$ cat src/rtl/tmr_pkg.sv
`timescale 1ns/1ps
package tmr_pkg;
  localparam int CTRL_W = 8;

  typedef struct packed {
    logic countEn;
    logic clearReq;
    logic regClear;
  } tmrStrobe_t;
endpackage

$ cat src/rtl/tmr_ctrl.sv
`timescale 1ns/1ps
module tmr_ctrl
  import tmr_pkg::*;
#(
  parameter int NUM_INT = 4,
  parameter int NUM_EXT = 4,
  parameter int NUM_GR  = 4
) (
  input  logic                clk,
  input  logic                rstN,
  input  logic                cfgWrEn,
  input  logic [CTRL_W-1:0]   cfgWrData,
  input  logic                syncEn,
  input  logic [NUM_EXT-1:0]  extClk,
  input  logic [NUM_GR-1:0]   matchEvt,
  input  logic [1:0]          bufMode,
  input  logic                syncClrIn,
  output tmrStrobe_t          strobe,
  output logic                syncClrOut
);
  localparam int PRE_W = 2 * (NUM_INT - 1);
  localparam int SEL_W = $clog2(NUM_EXT);

  logic [CTRL_W-1:0] ctrlReg;
  logic [PRE_W-1:0]  preDiv;
  logic [NUM_INT-1:0] tick;
  logic [2:0]        syncSh [NUM_EXT];
  logic [NUM_EXT-1:0] extRise, extFall;
  logic [2:0]        srcSel, clrSel;
  logic [1:0]        edgeSel;
  logic              extEdge, regClr, anyClr;

  assign srcSel  = ctrlReg[2:0];
  assign edgeSel = ctrlReg[4:3];
  assign clrSel  = ctrlReg[7:5];

  always_ff @(posedge clk) begin
    if (!rstN) ctrlReg <= '0;
    else if (cfgWrEn) ctrlReg <= cfgWrData;
  end

  // free-running divider, never restarted on a source change
  always_ff @(posedge clk) begin
    if (!rstN) preDiv <= '0;
    else preDiv <= preDiv + 1'b1;
  end

  genvar gi;
  generate
    for (gi = 0; gi < NUM_INT; gi++) begin : g_tick
      if (gi == 0) begin : g_full
        assign tick[gi] = 1'b1;
      end else begin : g_div
        assign tick[gi] = &preDiv[2*gi-1:0];
      end
    end
    for (gi = 0; gi < NUM_EXT; gi++) begin : g_sync
      always_ff @(posedge clk) begin
        if (!rstN) syncSh[gi] <= '0;
        else syncSh[gi] <= {syncSh[gi][1:0], extClk[gi]};
      end
      assign extRise[gi] = syncSh[gi][1] & ~syncSh[gi][2];
      assign extFall[gi] = ~syncSh[gi][1] & syncSh[gi][2];
    end
  endgenerate

  always_comb begin
    if (edgeSel[1])      extEdge = extRise[srcSel[SEL_W-1:0]] | extFall[srcSel[SEL_W-1:0]];
    else if (edgeSel[0]) extEdge = extFall[srcSel[SEL_W-1:0]];
    else                 extEdge = extRise[srcSel[SEL_W-1:0]];
  end

  always_comb begin
    regClr = 1'b0;
    anyClr = 1'b0;
    unique case (clrSel)
      3'b001: regClr = matchEvt[0];
      3'b010: regClr = matchEvt[1];
      3'b101: regClr = matchEvt[2] & ~bufMode[0];
      3'b110: regClr = matchEvt[3] & ~bufMode[1];
      3'b011, 3'b111: anyClr = syncClrIn & syncEn;
      default: ;
    endcase
  end

  assign strobe.countEn  = srcSel[2] ? extEdge : tick[srcSel[1:0]];
  assign strobe.clearReq = regClr | anyClr;
  assign strobe.regClear = regClr;

  always_ff @(posedge clk) begin
    if (!rstN) syncClrOut <= 1'b0;
    else syncClrOut <= regClr & syncEn;
  end

  // outgoing sync clear only follows a cycle with sync operation on
  assert_sync_out_gated_R10: assert property (@(posedge clk) disable iff (!rstN)
    syncClrOut |-> $past(syncEn));

  // the slowest division pulse always coincides with the faster ones
  assert_prescale_nest_R2: assert property (@(posedge clk) disable iff (!rstN)
    tick[NUM_INT-1] |-> (tick[1] && tick[NUM_INT-2]));

  // rising-only external counting never fires on two adjacent cycles
  assert_ext_single_R3: assert property (@(posedge clk) disable iff (!rstN)
    (srcSel[2] && edgeSel == 2'b00 && strobe.countEn && !cfgWrEn)
      |=> !strobe.countEn);
endmodule

$ cat src/rtl/tmr_cnt_dp.sv
`timescale 1ns/1ps
module tmr_cnt_dp
  import tmr_pkg::*;
#(
  parameter int CNT_W = 16
) (
  input  logic             clk,
  input  logic             rstN,
  input  tmrStrobe_t       strobe,
  output logic [CNT_W-1:0] cntVal
);
  always_ff @(posedge clk) begin
    if (!rstN)               cntVal <= '0;
    else if (strobe.clearReq) cntVal <= '0;
    else if (strobe.countEn)  cntVal <= cntVal + 1'b1;
  end

  // a clear always lands on zero
  assert_clear_zero_R9: assert property (@(posedge clk) disable iff (!rstN)
    strobe.clearReq |=> (cntVal == '0));

  // an increment steps by one modulo the width
  assert_step_wrap_R5: assert property (@(posedge clk) disable iff (!rstN)
    (strobe.countEn && !strobe.clearReq) |=> (cntVal == CNT_W'($past(cntVal) + 1'b1)));

  // without an enable or a clear the count holds
  assert_hold_R1: assert property (@(posedge clk) disable iff (!rstN)
    (!strobe.countEn && !strobe.clearReq) |=> $stable(cntVal));
endmodule

$ cat src/rtl/tmr_channel.sv
`timescale 1ns/1ps
module tmr_channel
  import tmr_pkg::*;
#(
  parameter int CNT_W   = 16,
  parameter int NUM_EXT = 4,
  parameter int NUM_GR  = 4
) (
  input  logic               clk,
  input  logic               rstN,
  input  logic               cfgWrEn,
  input  logic [7:0]         cfgWrData,
  input  logic               syncEn,
  input  logic [NUM_EXT-1:0] extClk,
  input  logic [NUM_GR-1:0]  matchEvt,
  input  logic [1:0]         bufMode,
  input  logic               syncClrIn,
  output logic [CNT_W-1:0]   cntVal,
  output logic               syncClrOut
);
  tmrStrobe_t strobe;

  tmr_ctrl #(.NUM_INT(4), .NUM_EXT(NUM_EXT), .NUM_GR(NUM_GR)) u_ctrl (
    .clk(clk), .rstN(rstN), .cfgWrEn(cfgWrEn), .cfgWrData(cfgWrData),
    .syncEn(syncEn), .extClk(extClk), .matchEvt(matchEvt), .bufMode(bufMode),
    .syncClrIn(syncClrIn), .strobe(strobe), .syncClrOut(syncClrOut)
  );

  tmr_cnt_dp #(.CNT_W(CNT_W)) u_dp (
    .clk(clk), .rstN(rstN), .strobe(strobe), .cntVal(cntVal)
  );
endmodule

$ cat config.mk
export PLATFORM = sky130hd
export DESIGN_NAME = tmr_channel
export DESIGN_NICKNAME = d
export VERILOG_FILES = /design/src/rtl/tmr_pkg.sv /design/src/rtl/tmr_ctrl.sv /design/src/rtl/tmr_cnt_dp.sv /design/src/rtl/tmr_channel.sv
export SDC_FILE = /design/constraint.sdc
export NUM_CORES = 1
export LEC_CHECK = 0
export CORE_ASPECT_RATIO = 0.8
export CORE_MARGIN = 2
export CORE_UTILIZATION = 60
export CTS_CLUSTER_SIZE = 14
export DETAILED_ROUTE_END_ITERATION = 7
export DONT_BUFFER_PORTS = 1
export PLACE_DENSITY = 0.8
export SYNTH_ARGS = -nofsm -noshare
export SYNTH_HDL_FRONTEND = slang
export SYNTH_SLANG_ARGS = --single-unit
$ cat constraint.sdc
create_clock -name clk -period 6 [get_ports clk]
set_clock_uncertainty 0.15 [all_clocks]
set_input_delay 0 -clock clk [delete_from_list [all_inputs] [get_ports clk]]
set_output_delay 0 -clock clk [all_outputs]
set_load 0.01 [all_outputs]
# Yosys cells after proc, flatten, opt, wreduce, memory -nomap -nowiden
# Memory sizes are Yosys's and may differ from the RTL's.
# Cells that the tools add are included.
# W data, S select, Z words.
# totals
reg_bits	31
in_bits	23
memories	1
wordCells	65
ram_bits	12
# op_classes
add_sub_neg	2
n_eq_ne	6
magnitude_cmp	1
reduce_logical	5
bitwise	29
muxes	17
# mem_list
memory	words	word_bits	read_ports	rd_ports_with_merged_regs	write_ports	line	text
u_ctrl.syncSh	4	3	4	0	4	tmr_ctrl.sv:27	logic [2:0] syncSh [NUM_EXT];
# op_table
op	n
$add A16 B1 Y16 const B	1
$and A1 B1 Y1	12
$mux W3	4
$not A1 Y1	11
$eq A3 B3 Y1 const B	3
$mux W1	9
$add A6 B1 Y6 const B	1
$bmux W1 S2	3
$eq A3 B2 Y1 const B	2
$or A1 B1 Y1	6
$reduce_and A6 Y1	1
$pmux W1 S4	1
$reduce_and A4 Y1	1
$reduce_or A2 Y1	2
$eq A3 B1 Y1 const B	1
$lt A2 B3 Y1 const B	1
$reduce_and A2 Y1	1

# Longest topological paths before layout
# An unclocked memory read counts as a cell.
# logic_depth
word_depth	8
depth_mapped	8
depth_no_buf	6

# Hierarchy
# Synthesis repeated with hierarchy kept, for this count alone.
# hier_totals
hier_cells	186
area_unflattened_um2	1783.0
# modules_own_cells
mod	n_inst	seq_area_each_um2	cells_each	area_each_um2
tmr_ctrl	1	540.5	104	1074.8
tmr_cnt_dp	1	320.3	82	708.2

# Least setup slack after synthesis
# No wires, ideal clock.
# synth_path
kind	register -> register
start	memory u_ctrl.syncSh[2][1]
end	register u_dp.cntVal[11]
path_stages_with_launch	7
slack_ns	3.784
synth_period_minus_slack_ns	2.216
arrival_time_ns	1.996
path_cell_list	dfxtp_1 -> or2b_1 -> mux4_2 -> o221a_2 -> buf_6 -> or4_1 -> a21oi_1
# synth_rtl
element	line	text
start, declared	tmr_ctrl.sv:27	
end signal, assigned	tmr_cnt_dp.sv:15	else if (strobe.countEn) cntVal <= cntVal + 1'b1;
end, declared	tmr_cnt_dp.sv:10	output logic [CNT_W-1:0] cntVal

==> run_results.csv <==
group,metric,value,unit
sta,fmax,405.0,MHz
critical_path,cp.required,6.07,ns
detailed_routing,routedWlPerCell,16.05,um
final_layout,drive_gt1_share,6.075,%
pwr,power.share.clock,38.3,%
logic_synthesis,syn_area,1849,um2
critical_path,cp_cell_sequence,"or2b_1, mux4_2, o221a_2, or4_1, a21oi_1",
die,fp.dieW,66.07,um
clocking,clock-sinks,43,
logic_synthesis,synth_seq_cells,43,
critical_path,slowest_delay,0.57,ns
die,ioPinCount,40,
detailed_routing,vias,1475,
critical_path,startpoint_type,"flip-flop",
clocking,cts_tree,"yes",
detailed_routing,drt_wl_total,4045,um
pwr,ir_drop,0.2229,mV
pwr,power_frac_comb,8.9,%
detailed_routing,dr.first_iter.drc_count,161,
detailed_routing,antenna_left,0,
final_layout,utilization,77.00,%
pwr,intPower,0.4486,mW
pwr,p_sw,0.1336,mW
critical_path,critPathKind,"reg2reg",
final_layout,fin_cells,252,
clocking,clock_path_buffers,2,
detailed_routing,viasPerCell,5.853,
pwr,sw_frac_of_total,22.95,%
sta,fin_tns_setup,0,ns
final_layout,antenna_cells,0,
sta,tightestPinTransition,0.7299,ns
clocking,clock_latency,0.30,ns
clocking,post_cts_buffers,0,
final_layout,fin_nets,238,
global_route,antenna_found_initial,0,
logic_synthesis,syn-num-nets,218,
global_route,overflow,0,
clocking,htreeDepth,2,
clocking,cts_resized,0,
placed_design,port_buffers,0,
pwr,p_total,0.5822,mW
detailed_routing,dr.pass1.iters,4,
sta,slew_headroom,51.18,%
run,cap_violations,0,
die,num_rows,17,
logic_synthesis,yosysSeqAreaShare,46.55,%
sta,setup_violations,0,
die,core-area,2850,um2
clocking,clk_pin_slew,0.08,ns
critical_path,worstPathArrival,2.54,ns
placed_design,dp.cells,221,
critical_path,cp_max_fo,30,
detailed_routing,drc,0,
placed_design,dp_hpwl,2421,um
logic_synthesis,ys_types,33,
die,initial_core_util,64.88,%
worst_hold_path,min_path_type,"in2reg",
global_route,grt_pass1_vias,1395,
sta,period_needed,2.469,ns
logic_synthesis,syn_area_per_cell,9.582,um2
pwr,p_leak,0.8031,nW
clocking,cts-root-buf,"clkbuf_8",
global_route,grt_pass1_wl,6486,um
logic_synthesis,synth_warnings,0,
final_layout,syn_to_final_growth,18.67,%
critical_path,slowest_stage,"or4_1",
pwr,pwr-share-seq,52.8,%
status,status,"completed",
logic_synthesis,synthCells,193,
critical_path,cp-end-kind,"flip-flop",
die,fp.dieH,53.66,um
placed_design,place_congestion,0.7954,
sta,finalCritPeriodShare,41.15,%
die,die_area,3545,um2
global_route,grt_max_degree,31,
sta,rsz0062_at_grt,"no",
sta,drv_slew,0,
sta,hold_violations,0,
global_route,grt.total_usage,25.61,%
pwr,powerDensity,265.3,nW/um2
clocking,numCtsBuffers,5,
## cells by family (layout without fill, tap and decap cells)
group / Yosys count / count (layout) / synth area share (%)
flip-flops: 43 / 43 / 46.55
buffers and inverters: 12 / 33 / 2.842
adder cells (fa/ha/maj): 2 / 2 / 1.353
multiplexers: 12 / 12 / 8.525
AND/OR/NAND/NOR: 88 / 88 / 28.69
XOR/XNOR: 5 / 5 / 2.368
AO/OA/AOI/OAI: 31 / 31 / 9.675
## registers in the layout, summed over array words and instances (netlist names)
name and count:
u_ctrl.syncClrOut 1, u_ctrl.preDiv 6, u_ctrl.ctrlReg 8, u_dp.cntVal 16
u_ctrl.syncSh 12
## layout make-up
class                           count  area, um2
Sequential cell                    43      860.8
Tap cell                           38      47.55
Timing Repair Buffer               23      230.2
Fill cell                         192      655.6
Clock inverter                      3      43.79
Multi-Input combinational cell    138      935.9
Inverter                            2      7.507
Clock buffer                        5      68.82
## power groups by stage
stage | Clock, mW | Sequential, mW | Combinational (mW)
detailed placement | 0 | 0.313 | 0.0335
global route | 0.240 | 0.309 | 0.0567
CTS | 0.227 | 0.307 | 0.0493
floorplan | 0 | 0.311 | 0.0344
global placement | 0 | 0.312 | 0.0319
finish | 0.223 | 0.307 | 0.0521
## per-stage QoR
stage | area [um2] | setup slack, ns | hold WS, ns
after global routing | 2195 | 3.477 | 0.1789
final | 2195 | 3.531 | 0.1485
after CTS | 2195 | 3.550 | 0.06599
after global placement | 1852 | 3.691 | -0.02594
after floorplan | 1849 | 3.784 | -0.02271
after detailed placement | 1852 | 3.563 | -0.02394
## critical path, delay by kind of cell (launching register included)
kind,cells,cell delay (ns)
mux,1,0.45
simple gates,2,0.79
flops,1,0.34
compound gates,2,0.66
## synthesized netlist by cell type
master	number	area share, %
a21oi_1	13	3.5
o211ai_1	1	0.41
ha_1	2	1.4
nor2_1	3	0.61
buf_1	1	0.20
xnor2_1	3	1.4
nand4_1	2	0.68
or2b_1	1	0.41
o21ai_0	11	3.0
and3_1	6	2.0
inv_1	2	0.41
nand2_1	6	1.2
and3b_1	1	0.47
nand2b_1	8	2.7
nor3b_1	1	0.41
or2_1	1	0.34
dfxtp_1	43	47
o221a_2	1	0.61
a32o_1	1	0.54
or3_1	10	3.4
or4_1	5	2.0
or2_2	1	0.34
xor2_1	2	0.95
nor2b_1	11	3.7
and2_1	19	6.4
o31ai_1	4	1.6
and4_1	1	0.47
buf_6	1	0.61
nand3_1	11	3.0
mux4_2	3	3.7
clkbuf_1	8	1.6
mux2i_1	9	4.9
nand4b_1	1	0.47
## cells in the final DEF, fill, tap and decap left out
cell type      netlist  layout
and3_1               6       6
and4_1               1       1
nor3b_1              1       1
ha_1                 2       2
or2_2                1       1
o211ai_1             1       1
mux2i_1              9       9
dfxtp_1             43      43
xnor2_1              3       3
o31ai_1              4       4
nor2b_1             11      11
nand4b_1             1       1
nor2_1               3       3
or3_1               10      10
clkinv_2             0       1
xor2_1               2       2
and3b_1              1       1
o221a_2              1       1
or4_1                5       5
o21ai_0             11      11
inv_1                2       2
nand2_1              6       6
bufinv_16            0       1
a21oi_1             13      13
or2_1                1       1
nand4_1              2       2
dlygate4sd3_1        0      23
and2_1              19      19
nand3_1             11      11
or2b_1               1       1
clkbuf_8             0       5
clkinv_4             0       1
nand2b_1             8       8
mux4_2               3       3
a32o_1               1       1
## final timing paths
check                                          from  cells after the start  slack, ns                   to
worst min-delay path                    matchEvt[1]                      3       0.15    u_ctrl.syncClrOut
worst max-delay path            u_ctrl.syncSh[2][1]                      5       3.53      u_dp.cntVal[11]
worst max register to register  u_ctrl.syncSh[2][1]                      5       3.53      u_dp.cntVal[11]
worst min register to register  u_ctrl.syncSh[1][0]                      1       0.30  u_ctrl.syncSh[1][1]
## layer usage
| layer | part of all wire [%] | vias to the layer above | track usage [%] |
|---|---|---|---|
| li1 | - | 723 | - |
| met1 | 42 | 683 | 29.35 |
| met2 | 48 | 59 | 43.77 |
| met3 | 7.6 | 10 | 10.25 |
| met4 | 2.0 | 0 | 9.864 |
| met5 | 0 | - | 0 |
## what timing repair did
item                                    CTS  global route
hold buffers                             23             0
endpoints found under the setup margin    0             0
endpoints found under the hold margin    28             0
Power figures use the tool's default switching activity.
